===== src/rtl/sbe_pkg.sv =====
package sbe_pkg;
  localparam int REG_W = 16;

  typedef enum logic [1:0] {
    PH_IDLE = 2'b00,
    PH_CA   = 2'b01,
    PH_D0   = 2'b10,
    PH_D1   = 2'b11
  } phase_t;

  typedef enum logic [1:0] {
    ACK_NONE  = 2'b00,
    ACK_RETRY = 2'b01,
    ACK_HARD  = 2'b11
  } ack_t;

  localparam int BIT_CA_SUM   = 0;
  localparam int BIT_DATA_SUM = 1;
  localparam int BIT_RETRY    = 2;
  localparam int BIT_SPARE0   = 3;
  localparam int CA_DET_LO    = 8;
  localparam int CA_DET_W     = 2;
  localparam int DATA_DET_LO  = 10;
  localparam int DATA_DET_W   = 4;
  localparam int W1C_COUNT    = 3;

  // command/address class: longwords 1 and 3 during the C/A cycle
  function automatic logic [CA_DET_W-1:0] ca_errs(input logic [7:0] lw, input logic [1:0] ph);
    ca_errs = (ph == PH_CA) ? {lw[3], lw[1]} : '0;
  endfunction

  // data class: 1/3 in the first data cycle, 5/7 in the second
  function automatic logic [DATA_DET_W-1:0] data_errs(input logic [7:0] lw, input logic [1:0] ph);
    case (ph)
      PH_D0:   data_errs = {2'b00, lw[3], lw[1]};
      PH_D1:   data_errs = {lw[7], lw[5], 2'b00};
      default: data_errs = '0;
    endcase
  endfunction

  function automatic ack_t ack_for(input logic seen, input logic en);
    if (!seen)   ack_for = ACK_NONE;
    else if (en) ack_for = ACK_RETRY;
    else         ack_for = ACK_HARD;
  endfunction
endpackage


===== src/rtl/sbe_sticky_group.sv =====
module sbe_sticky_group #(
  parameter int W = 2
) (
  input  logic         clk,
  input  logic         rst_n,
  input  logic [W-1:0] new_err,
  input  logic         clr,
  output logic         sum,
  output logic [W-1:0] detail
);
  logic held;
  logic any_new;

  assign held    = sum && !clr;
  assign any_new = |new_err;

  always_ff @(posedge clk or negedge rst_n) begin
    if (!rst_n) begin
      sum    <= 1'b0;
      detail <= '0;
    end else if (held) begin
      sum    <= 1'b1;
      detail <= detail;
    end else begin
      sum    <= any_new;
      detail <= new_err;
    end
  end
endmodule


===== src/rtl/sbe_w1c_bit.sv =====
module sbe_w1c_bit (
  input  logic clk,
  input  logic rst_n,
  input  logic set,
  input  logic clr,
  output logic q
);
  always_ff @(posedge clk or negedge rst_n) begin
    if (!rst_n)   q <= 1'b0;
    else if (set) q <= 1'b1;
    else if (clr) q <= 1'b0;
  end
endmodule


===== src/rtl/sbe_retry_chk.sv =====
module sbe_retry_chk
  import sbe_pkg::*;
(
  input  logic       clk,
  input  logic       rst_n,
  input  logic       retry_seen,
  input  logic       retry_en,
  output logic       fail_set,
  output logic [1:0] ack_code
);
  ack_t ack_q;

  assign fail_set = retry_seen && !retry_en;
  assign ack_code = ack_q;

  always_ff @(posedge clk or negedge rst_n) begin
    if (!rst_n) ack_q <= ACK_NONE;
    else        ack_q <= ack_for(retry_seen, retry_en);
  end
endmodule


===== src/rtl/sbe_status_reg.sv =====
module sbe_status_reg
  import sbe_pkg::*;
#(
  parameter int LW_COUNT = 8
) (
  input  logic                clk,
  input  logic                rst_n,
  input  logic [LW_COUNT-1:0] lw_par_err,
  input  logic [1:0]          bus_phase,
  input  logic                retry_seen,
  input  logic                retry_en,
  input  logic                wr_en,
  input  logic [REG_W-1:0]    wr_data,
  output logic [REG_W-1:0]    status,
  output logic [1:0]          ack_code
);
  localparam int LW_USED = 8;

  logic [LW_USED-1:0]    lw8;
  logic [CA_DET_W-1:0]   ca_new;
  logic [DATA_DET_W-1:0] data_new;
  logic                  ca_clr, data_clr;
  logic                  ca_sum, data_sum;
  logic [CA_DET_W-1:0]   ca_det;
  logic [DATA_DET_W-1:0] data_det;
  logic                  retry_fail_set;
  logic [W1C_COUNT-1:0]  w1c_set, w1c_clr, w1c_q;

  generate
    if (LW_COUNT >= LW_USED) begin : g_wide
      assign lw8 = lw_par_err[LW_USED-1:0];
    end else begin : g_narrow
      assign lw8 = {{(LW_USED-LW_COUNT){1'b0}}, lw_par_err};
    end
  endgenerate

  assign ca_new   = ca_errs(lw8, bus_phase);
  assign data_new = data_errs(lw8, bus_phase);
  assign ca_clr   = wr_en && wr_data[BIT_CA_SUM];
  assign data_clr = wr_en && wr_data[BIT_DATA_SUM];

  sbe_sticky_group #(.W(CA_DET_W)) u_ca (
    .clk(clk), .rst_n(rst_n), .new_err(ca_new), .clr(ca_clr),
    .sum(ca_sum), .detail(ca_det)
  );

  sbe_sticky_group #(.W(DATA_DET_W)) u_data (
    .clk(clk), .rst_n(rst_n), .new_err(data_new), .clr(data_clr),
    .sum(data_sum), .detail(data_det)
  );

  sbe_retry_chk u_retry (
    .clk(clk), .rst_n(rst_n), .retry_seen(retry_seen), .retry_en(retry_en),
    .fail_set(retry_fail_set), .ack_code(ack_code)
  );

  // bit 0 of this bank: retry failure; bits 1..2: spare bits, never set
  assign w1c_set = {{(W1C_COUNT-1){1'b0}}, retry_fail_set};

  genvar gi;
  generate
    for (gi = 0; gi < W1C_COUNT; gi++) begin : g_w1c
      assign w1c_clr[gi] = wr_en && wr_data[BIT_RETRY+gi];
      sbe_w1c_bit u_bit (
        .clk(clk), .rst_n(rst_n), .set(w1c_set[gi]), .clr(w1c_clr[gi]), .q(w1c_q[gi])
      );
    end
  endgenerate

  always_comb begin
    status = '0;
    status[BIT_CA_SUM]   = ca_sum;
    status[BIT_DATA_SUM] = data_sum;
    status[BIT_RETRY +: W1C_COUNT]       = w1c_q;
    status[CA_DET_LO +: CA_DET_W]        = ca_det;
    status[DATA_DET_LO +: DATA_DET_W]    = data_det;
  end
endmodule


===== config.mk =====
export PLATFORM = sky130hd
export DESIGN_NAME = sbe_status_reg
export DESIGN_NICKNAME = d
export VERILOG_FILES = /design/src/rtl/sbe_pkg.sv /design/src/rtl/sbe_sticky_group.sv /design/src/rtl/sbe_w1c_bit.sv /design/src/rtl/sbe_retry_chk.sv /design/src/rtl/sbe_status_reg.sv
export SDC_FILE = /design/constraint.sdc
export NUM_CORES = 1
export LEC_CHECK = 0
export ABC_CLOCK_PERIOD_IN_PS = 3700
export CORE_UTILIZATION = 32
export DETAILED_ROUTE_END_ITERATION = 10
export PLACE_DENSITY = 0.9
export SKIP_CTS_REPAIR_TIMING = 1
export SLEW_MARGIN = 20
export SYNTH_ARGS = -nofsm -noshare
export SYNTH_HDL_FRONTEND = slang
export SYNTH_SLANG_ARGS = --single-unit

===== constraint.sdc =====
create_clock -name clk -period 3.7 [get_ports clk]
set_clock_uncertainty 0.15 [all_clocks]
set_input_delay 0.555 -clock clk [delete_from_list [all_inputs] [get_ports clk]]
set_output_delay 0.555 -clock clk [all_outputs]
set_load 0.02 [all_outputs]

== Word level (Yosys, flattened, before mapping) ==
Cells that the tools add are included.
Storage, ports and cells
  bits in registers: 11
  output and inout port bits: 18
  word-level logic and storage cells: 29
Cells by class
  equality and inequality tests: 3
  muxes and demuxes: 8
  reductions and logical operators: 12
Operator list (count)
  one-hot mux 4 bit (2 select lines): 1
  logical AND 1 bit: 6
  2-to-1 mux 2 bit: 3
  == test 2 bit (second input constant): 2
  2-to-1 mux 1 bit: 4
  OR reduction 4 bit: 1
  logical NOT 1 bit: 3
  == test 2 x 1 -> 1 bit (second input constant): 1
  nonzero test 2 bit: 1
  OR reduction 2 bit: 1

== Logic depth before layout (Yosys ltp) ==
Gate-level depths: netlist of run 1.
  depth after elaboration: 4
  depth in mapped cells: 2
  gate-level depth less buffers: 2

== By module ==
Synthesis of run 1 repeated with hierarchy kept, for this count alone.
Second synthesis, totals
  cells, all modules: 50
  area, all modules: 631.9 um^2
By module, submodules not included
  sbe_sticky_group at u_data: times used 1, cells each 12, area each 196.4 um^2, seq. area each 125.1 um^2
  sbe_status_reg: times used 1, cells each 19, area each 137.6 um^2, seq. area each 0.0 um^2
  sbe_sticky_group at u_ca: times used 1, cells each 7, area each 125.1 um^2, seq. area each 75.1 um^2
  sbe_w1c_bit: times used 3, cells each 3, area each 36.3 um^2, seq. area each 25.0 um^2
  sbe_retry_chk: times used 1, cells each 3, area each 63.8 um^2, seq. area each 50.0 um^2

== Least setup slack after synthesis of run 1 ==
No wires, ideal clock.
  path type: input to register
  from: input port wr_data[1]
  to: register u_data.detail[0]
  data arrival time: 1093 ps
  required time: 3425 ps
  setup slack: 2332 ps
  cell stages on the path: 2
  buffers on the path: 0
  cell sequence: a21bo_2 -> mux2_4
Between the ends
  word-level cells in the longest chain between the ends: 3
RTL lines
  start: declaration: RTL line sbe_status_reg.sv:13  | input logic [REG_W-1:0] wr_data,
  logical AND 1 bit: RTL line sbe_status_reg.sv:40  | assign data_clr = wr_en && wr_data[BIT_DATA_SUM];
  logical NOT 1 bit: RTL line sbe_sticky_group.sv:14  | assign held = sum && !clr;
  logical AND 1 bit: RTL line sbe_sticky_group.sv:14
  end signal: assignment: RTL line sbe_sticky_group.sv:23  | detail <= detail;
  end signal: assignment: RTL line sbe_sticky_group.sv:26  | detail <= new_err;
  end: declaration: RTL line sbe_sticky_group.sv:9  | output logic [W-1:0] detail
No other way between the ends.
A chain may end at the register's enable or synchronous reset.

== Final worst setup path of run 1 ==
  from: register u_data.detail[3]
  to: output port status[13]
RTL lines
  end: declaration: RTL line sbe_status_reg.sv:14  | output logic [REG_W-1:0] status,
No word-level cell between the ends.

==> out/summary.txt, run 1 <==
======================================================================================================
Standard-cell row count                                                                             14
Slowest stage delay, CP                                                                         610 ps
Total DRC errors in the routed layout                                                                3
Share of flip-flops with an asynchronous set or reset after synthesis                             100%
Wire length of the first global-routing pass                                                   1.70 mm
Fin worst setup slack                                                                          1770 ps
Synth warnings                                                                                       0
Commonest cells in the netlist                                                            11 x sky130_fd_sc_hd__dfrtp_1, 10 x sky130_fd_sc_hd__buf_4, 4 x sky130_fd_sc_hd__and3b_1, 4 x sky130_fd_sc_hd__mux2_4
Number of enable-type register cells in the synthesized netlist                                      0
Hold Violations, Final                                                                               0
Worst reg2reg path endpoint                                                               u_data.detail[1]$_DFFE_PN0N_
Synth unique cells                                                                                  17
Pin count of the biggest net entering global routing                                                12
Detailed Place HPWL                                                                             842 um
Clock transition at the register clock pins on the worst setup and hold paths after CTS          60 ps
Worst-path maximum fanout                                                                            2
Number of antenna violations at the first check in global routing                                    0
Mux share of post-synthesis cell area                                                            14.8%
Clock buffer count from CTS                                                                          3
Detailed-route vias per instance                                                                  4.49
Effective utilization at floorplan                                                               35.5%
Total of max-cap violations                                                                          0
Setup TNS Final                                                                                   0 ps
Most area-consuming cells after synthesis                                                 sky130_fd_sc_hd__dfrtp_1 49%, sky130_fd_sc_hd__buf_4 13%, sky130_fd_sc_hd__mux2_4 11%
Number of clock sinks                                                                               11
Data arrival time of the critical path                                                         1220 ps
Total wire length after detailed routing                                                       1.02 mm
Required time worst endpoint                                                                   2990 ps
CTS H-Tree Depth                                                                                     1
Complex-gate fraction of the synthesized area                                                    8.72%
Synthesized-area fraction occupied by and/or/nand/nor cells                                      12.5%
Post-layout minimum cycle time                                                                 1930 ps
Main combinational cell family by area after synthesis                                    multiplexers
Synthesis-to-finish area growth                                                                  41.8%
Capture endpoint of the worst hold path                                                   g_w1c[0].u_bit.q$_DFFE_PN0P_
Overall routing resource usage                                                                   12.7%
Core footprint                                                                              1580 sq um
Max Root-Sink Buffers                                                                                2
Die width                                                                                      43.8 um
Outcome                                                                                   finished, violations left
Floorplan die area                                                                          1920 sq um
Hold Path Depth                                                                                      1
Dominant synthesized flop cell                                                            sky130_fd_sc_hd__dfrtp_1
Endpoint class of the critical path                                                       primary output
Maximum clock frequency                                                                        519 MHz
Total via count after detailed routing                                                             382
Synth Register Bits                                                                                 11
Leakage dissipation                                                                           0.383 nW
Pwr/cell area                                                                              379 nW/um^2
Y dimension of the die                                                                         43.8 um
Vias in the first global route                                                                     397
Summed instance area of the synthesized netlist                                              559 sq um
Setup repair after global routing missed its margin                                                 no
Buffers on Ports                                                                                    24
Slowest stage cell, crit path                                                             sky130_fd_sc_hd__clkdlybuf4s50_1
Fillers                                                                                            142
Kind of cell adding the most delay to the critical path                                   buffers and inverters
Sequential share of the synthesized area                                                         49.2%
Path depth of the worst reg2reg path                                                                 2
Yosys top cell by area                                                                    sky130_fd_sc_hd__dfrtp_1
Wire length per cell after detailed routing                                                    12.0 um
Syn Area/Cell                                                                               12.4 sq um
Total area of sequential cells                                                               275 sq um
Root Driver                                                                               sky130_fd_sc_hd__clkbuf_4
Path type of the worst setup path                                                              reg2out
Final instance area                                                                          793 sq um
CP cell instances                                                                         clkdlybuf4s50_1
Total grt overflow                                                                                   0
Number of antenna diodes                                                                             0
Layout Nets                                                                                        101
Adder-cell area share of the yosys netlist                                                          0%
Drt pass-1 iters                                                                                     9
Clock latency on the worst-skew pair                                                            260 ps
Count of antenna-violating nets left after detailed routing                                          0
Cell with the most instances after synthesis                                              sky130_fd_sc_hd__dfrtp_1
Beginning of the worst register-to-register path                                          u_data.sum$_DFF_PN0_
Share of cells above drive strength 1                                                            18.8%
Drt initial violations                                                                               7
Xor and xnor fraction of the mapped netlist area                                                    0%
Startpoint type of the worst setup path                                                      flip-flop
Multi-input gate area                                                                        228 sq um
Last weighted congestion value of the routability-driven placer                                  0.685
Final worst-path cycle share                                                                     52.1%
Count of boundary I/O pins                                                                          49
Failing checks                                                                                     DRC
Max VDD drop                                                                                0.000110 V
Minimum setup slack after placement                                                            1800 ps
Cell Area, Placed                                                                            767 sq um
CTS tree                                                                                          done
Reg-to-reg setup timing slack                                                                  2470 ps
Top cell type's share of synthesized area                                                        49.2%
Count of mapped cells out of synthesis                                                              45
Hold wc startpoint                                                                        g_w1c[0].u_bit.q$_DFFE_PN0P_
Final number of max-transition violations                                                            0
Total setup violations reported at the end of the flow                                               0
CP Buf/Inv Count                                                                                     1
Min-delay worst type                                                                           reg2reg
======================================================================================================
placed cells by master (no fill, tap or decap):
master,instances
sky130_fd_sc_hd__o21ai_0,1
sky130_fd_sc_hd__clkdlybuf4s50_1,24
sky130_fd_sc_hd__and3_2,2
sky130_fd_sc_hd__clkbuf_4,3
sky130_fd_sc_hd__and3b_1,4
sky130_fd_sc_hd__clkbuf_1,1
sky130_fd_sc_hd__nand2_1,1
sky130_fd_sc_hd__a21o_1,1
sky130_fd_sc_hd__a21bo_2,2
sky130_fd_sc_hd__o311ai_0,1
sky130_fd_sc_hd__mux2_4,4
sky130_fd_sc_hd__nor2b_1,1
sky130_fd_sc_hd__conb_1,7
sky130_fd_sc_hd__inv_1,1
sky130_fd_sc_hd__mux2_2,2
sky130_fd_sc_hd__nor2_1,1
sky130_fd_sc_hd__dfrtp_1,11
sky130_fd_sc_hd__o211ai_1,1
sky130_fd_sc_hd__nand2b_1,1
worst max path at each step:
stage / end / from / depth (start not counted) / slack (ps)
floorplan: u_data.detail[0]$_DFFE_PN0N_ / wr_data[1] / 2 / 2330
CTS: status[13] / u_data.detail[3]$_DFFE_PN0N_ / 1 / 1750
global route: status[10] / u_data.detail[0]$_DFFE_PN0N_ / 1 / 1720
detailed placement: u_data.detail[1]$_DFFE_PN0N_ / wr_en / 3 / 1800
global placement: u_data.detail[0]$_DFFE_PN0N_ / wr_en / 3 / 1820
finish: status[13] / u_data.detail[3]$_DFFE_PN0N_ / 1 / 1770
worst register-to-register path, delay by kind of cell (launching register included):
kind / cells / cell delay [ps]
DFF: 1 / 370
muxes: 1 / 320
AOI/OAI and AO/OA: 1 / 280
registers in the layout (all words and copies together) (netlist names):
| signal | cells |
|---|---|
| g_w1c.u_bit.q | 1 |
| u_retry.ack_code | 2 |
| u_ca.detail | 2 |
| u_data.sum | 1 |
| u_data.detail | 4 |
| u_ca.sum | 1 |
power breakdown:
group	internal [mW]	total [mW]	switching (mW)
sequential	0.131	0.137	0.00532
clock	0.0416	0.0773	0.0357
combinational	0.0470	0.0864	0.0394
layer usage:
metal / wire length, um / up-vias / global-route usage, %
met5: 0 / - / 0
met3: 104 / 0 / 5.42
met2: 513 / 22 / 21.5
met1: 402 / 174 / 12.2
met4: 0 / 0 / 9.38
li1: - / 186 / -
cell families (layout without fill, tap and decap cells):
logic type | after synthesis | in the layout
buf+inv | 11 | 29
mux | 6 | 6
other cells | 1 | 7
compound gates | 6 | 6
flops | 11 | 11
simple gates | 10 | 10
per-stage QoR:
step,cells,hold slack [ps],power [mW],util [%]
after global routing,85,341,0.318,50.3
after floorplan,51,109,0.193,-
after CTS,85,333,0.307,50.3
final,85,328,0.300,50.3
after detailed placement,81,317,0.226,48.7
after global placement,81,311,0.224,48.7
layout make-up:
| cell class | count | share of cell area [%] |
|---|---|---|
| clock buffer | 4 | 3.31 |
| tap | 16 | 2.52 |
| sequential | 11 | 34.7 |
| timing repair buffer | 24 | 30.3 |
| multi-input combinational | 29 | 28.7 |
| inverter | 1 | 0.473 |
No activity file was read; power rests on OpenSTA's default activity.
==> inputs of run 2 (changes only) <==
--- a/config.mk
+++ b/config.mk
@@ -5,10 +5,10 @@
 export SDC_FILE = /design/constraint.sdc
 export NUM_CORES = 1
 export LEC_CHECK = 0
-export ABC_CLOCK_PERIOD_IN_PS = 3700
-export CORE_UTILIZATION = 32
+export ABC_CLOCK_PERIOD_IN_PS = 1900
+export CORE_UTILIZATION = 30
 export DETAILED_ROUTE_END_ITERATION = 10
-export PLACE_DENSITY = 0.9
+export PLACE_DENSITY = 0.85
 export SKIP_CTS_REPAIR_TIMING = 1
 export SLEW_MARGIN = 20
 export SYNTH_ARGS = -nofsm -noshare
==> constraint.sdc (replaced) <==
create_clock -name clk -period 1.9 [get_ports clk]
set_clock_uncertainty 0.15 [all_clocks]
set_input_delay 0.285 -clock clk [delete_from_list [all_inputs] [get_ports clk]]
set_output_delay 0.285 -clock clk [all_outputs]
set_load 0.02 [all_outputs]
==> run 2 against run 1 <==
The run now ends clean; first-iteration DRC count fell by 100%; sequential share of layout area fell by 0.49 points; combinational power rose by 93%; register-to-register slack lost 1800 ps; largest power group unchanged.
==> out/summary.txt, run 2 (same netlist as run 1, synthesis figures left out) <==
======================================================================================================
Effective utilization at floorplan                                                               32.0%   was 35.5%
Root Driver                                                                               sky130_fd_sc_hd__clkbuf_4   unchanged
Total design power                                                                            0.583 mW   was 0.300 mW
Total of max-cap violations                                                                          0   unchanged
Total grt overflow                                                                                   0   unchanged
Y dimension of the die                                                                         45.2 um   was 43.8 um
Count of antenna-violating nets left after detailed routing                                          0   unchanged
Max Root-Sink Buffers                                                                                2   unchanged
Highest routed layer                                                                              met3   unchanged
Worst-path maximum fanout                                                                            2   unchanged
Detailed Place HPWL                                                                             759 um   was 842 um
Share of cells above drive strength 1                                                            18.8%   unchanged
Most used cells in the layout excluding fill and tap cells                                24 x sky130_fd_sc_hd__clkdlybuf4s50_1, 11 x sky130_fd_sc_hd__dfrtp_1, 7 x sky130_fd_sc_hd__conb_1   unchanged
Pin count of the biggest net entering global routing                                                12   unchanged
Core footprint                                                                              1750 sq um   was 1580 sq um
Detailed-routing wirelength on met1                                                             373 um   was 402 um
Wire length per cell after detailed routing                                                    9.62 um   was 12.0 um
Final worst-path cycle share                                                                     87.0%
Count of cell instances traversed by the critical path                                               1   unchanged
Required time worst endpoint                                                                   1460 ps   was 2990 ps
Setup TNS Final                                                                                   0 ps   unchanged
Most common cell after layout, fill and taps aside                                        sky130_fd_sc_hd__clkdlybuf4s50_1   unchanged
Drt initial violations                                                                               0   was 7
Total via count after detailed routing                                                             381   was 382
Leakage dissipation                                                                           0.383 nW   unchanged
Largest register FFs                                                                                 4   unchanged
Fin worst setup slack                                                                           247 ps   was 1770 ps
CP Buf/Inv Count                                                                                     1   unchanged
Met2 wire length                                                                                458 um   was 513 um
Clock buffer count from CTS                                                                          3   unchanged
Endpoint class of the critical path                                                       primary output   unchanged
Maximum clock frequency                                                                        605 MHz
Min-delay worst type                                                                          in2async   was reg2reg
Path depth of the worst reg2reg path                                                                 2   unchanged
Synthesis-to-finish area growth                                                                  43.8%   was 41.8%
Slowest stage cell, crit path                                                             sky130_fd_sc_hd__clkdlybuf4s50_1   unchanged
Standard-cell row count                                                                             15   was 14
Beginning of the worst register-to-register path                                          u_data.sum$_DFF_PN0_   unchanged
Layout Nets                                                                                        101   unchanged
Top reg by flops                                                                          u_data.detail   unchanged
Kind of cell adding the most delay to the critical path                                   buffers and inverters   unchanged
Pwr/cell area                                                                              724 nW/um^2   was 379 nW/um^2
Final number of max-transition violations                                                            0   unchanged
Die width                                                                                      45.2 um   was 43.8 um
CTS H-Tree Depth                                                                                     1   unchanged
Minimum setup slack after placement                                                             272 ps   was 1800 ps
Data arrival time of the critical path                                                         1220 ps   about the same
Max VDD drop                                                                                0.000283 V   was 0.000110 V
Hold Violations, Final                                                                               0   unchanged
Detailed-route vias per instance                                                                  4.05   was 4.49
Vias in the first global route                                                                     366   was 397
Total DRC errors in the routed layout                                                                0   was 3
Clock latency on the worst-skew pair                                                            250 ps   was 260 ps
Buffers on Ports                                                                                    24   unchanged
CTS tree                                                                                          done   unchanged
Total wire length after detailed routing                                                        904 um   was 1.02 mm
Last weighted congestion value of the routability-driven placer                                  0.754   was 0.685
Setup repair after global routing missed its margin                                                 no   unchanged
Overall routing resource usage                                                                   9.90%   was 12.7%
CP cell instances                                                                         clkdlybuf4s50_1   unchanged
Floorplan die area                                                                          2040 sq um   was 1920 sq um
Drt pass-1 iters                                                                                     1   was 9
Number of antenna diodes                                                                             0   unchanged
Reg-to-reg setup timing slack                                                                   670 ps   was 2470 ps
Clock transition at the register clock pins on the worst setup and hold paths after CTS          70 ps   was 60 ps
Total setup violations reported at the end of the flow                                               0   unchanged
Worst reg2reg path endpoint                                                               u_data.detail[2]$_DFFE_PN0N_   was u_data.detail[1]$_DFFE_PN0N_
Met3 wire len                                                                                    73 um   was 104 um
Number of antenna violations at the first check in global routing                                    0   unchanged
Startpoint type of the worst setup path                                                      flip-flop   unchanged
Wire length of the first global-routing pass                                                   1.42 mm   was 1.70 mm
Final core utilization                                                                           46.1%   was 50.3%
Path type of the worst setup path                                                              reg2out   unchanged
Outcome                                                                                   finished, final reports clean   was finished, violations left
Slowest stage delay, CP                                                                         600 ps   was 610 ps
Post-layout minimum cycle time                                                                 1650 ps
Number of clock sinks                                                                               11   unchanged
Count of boundary I/O pins                                                                          49   unchanged
======================================================================================================
## run 2: cell counts in the layout (fill, tap and decap cells not counted)
No cell type changed its count.
## run 2: worst max-delay path by stage
| stage | from | endpoint | slack (ps) |
|---|---|---|---|
| 6_report | u_data.detail[3]$_DFFE_PN0N_ | status[13] | 250 |
| 5_1_grt | u_data.detail[0]$_DFFE_PN0N_ | status[10] | 200 |
| 4_1_cts | u_data.detail[3]$_DFFE_PN0N_ | status[13] | 240 |
| 3_5_place_dp | bus_phase[0] | u_data.detail[0]$_DFFE_PN0N_ | 270 |
| 3_3_place_gp | wr_en | u_data.detail[2]$_DFFE_PN0N_ | 280 |
| 2_1_floorplan | u_data.sum$_DFF_PN0_ | u_data.detail[0]$_DFFE_PN0N_ | 720 |
## run 2: routing by layer
| layer | track usage [%] | vias up |
|---|---|---|
| met2 | 17.1 | 16 |
| met1 | 11.1 | 179 |
| met5 | 0 | - |
| met4 | 3.64 | 0 |
| met3 | 3.60 | 0 |
| li1 | - | 186 |
## run 2: layout make-up
type	instances	area, sq um
Fill cell	173	941
Multi-Input combinational cell	29	228
Timing Repair Buffer	24	240
Sequential cell	11	275
Inverter	1	3.75
Clock buffer	4	26.3
Tap cell	25	31.3
## run 2: through the flow
stage | std cells | hold WS, ps | cell area, sq um
after floorplan | 51 | -161 | 582
after global placement | 90 | 308 | 778
after global routing | 94 | 241 | 805
final | 94 | 204 | 805
after detailed placement | 90 | 316 | 778
after CTS | 94 | 213 | 805
## run 2: report_power, final
group | internal [mW] | switching (mW) | total [mW] | leakage, nW
combinational | 0.0915 | 0.0759 | 0.167 | 0.228
sequential | 0.255 | 0.0100 | 0.266 | 0.139
clock | 0.0809 | 0.0688 | 0.150 | 0.0150
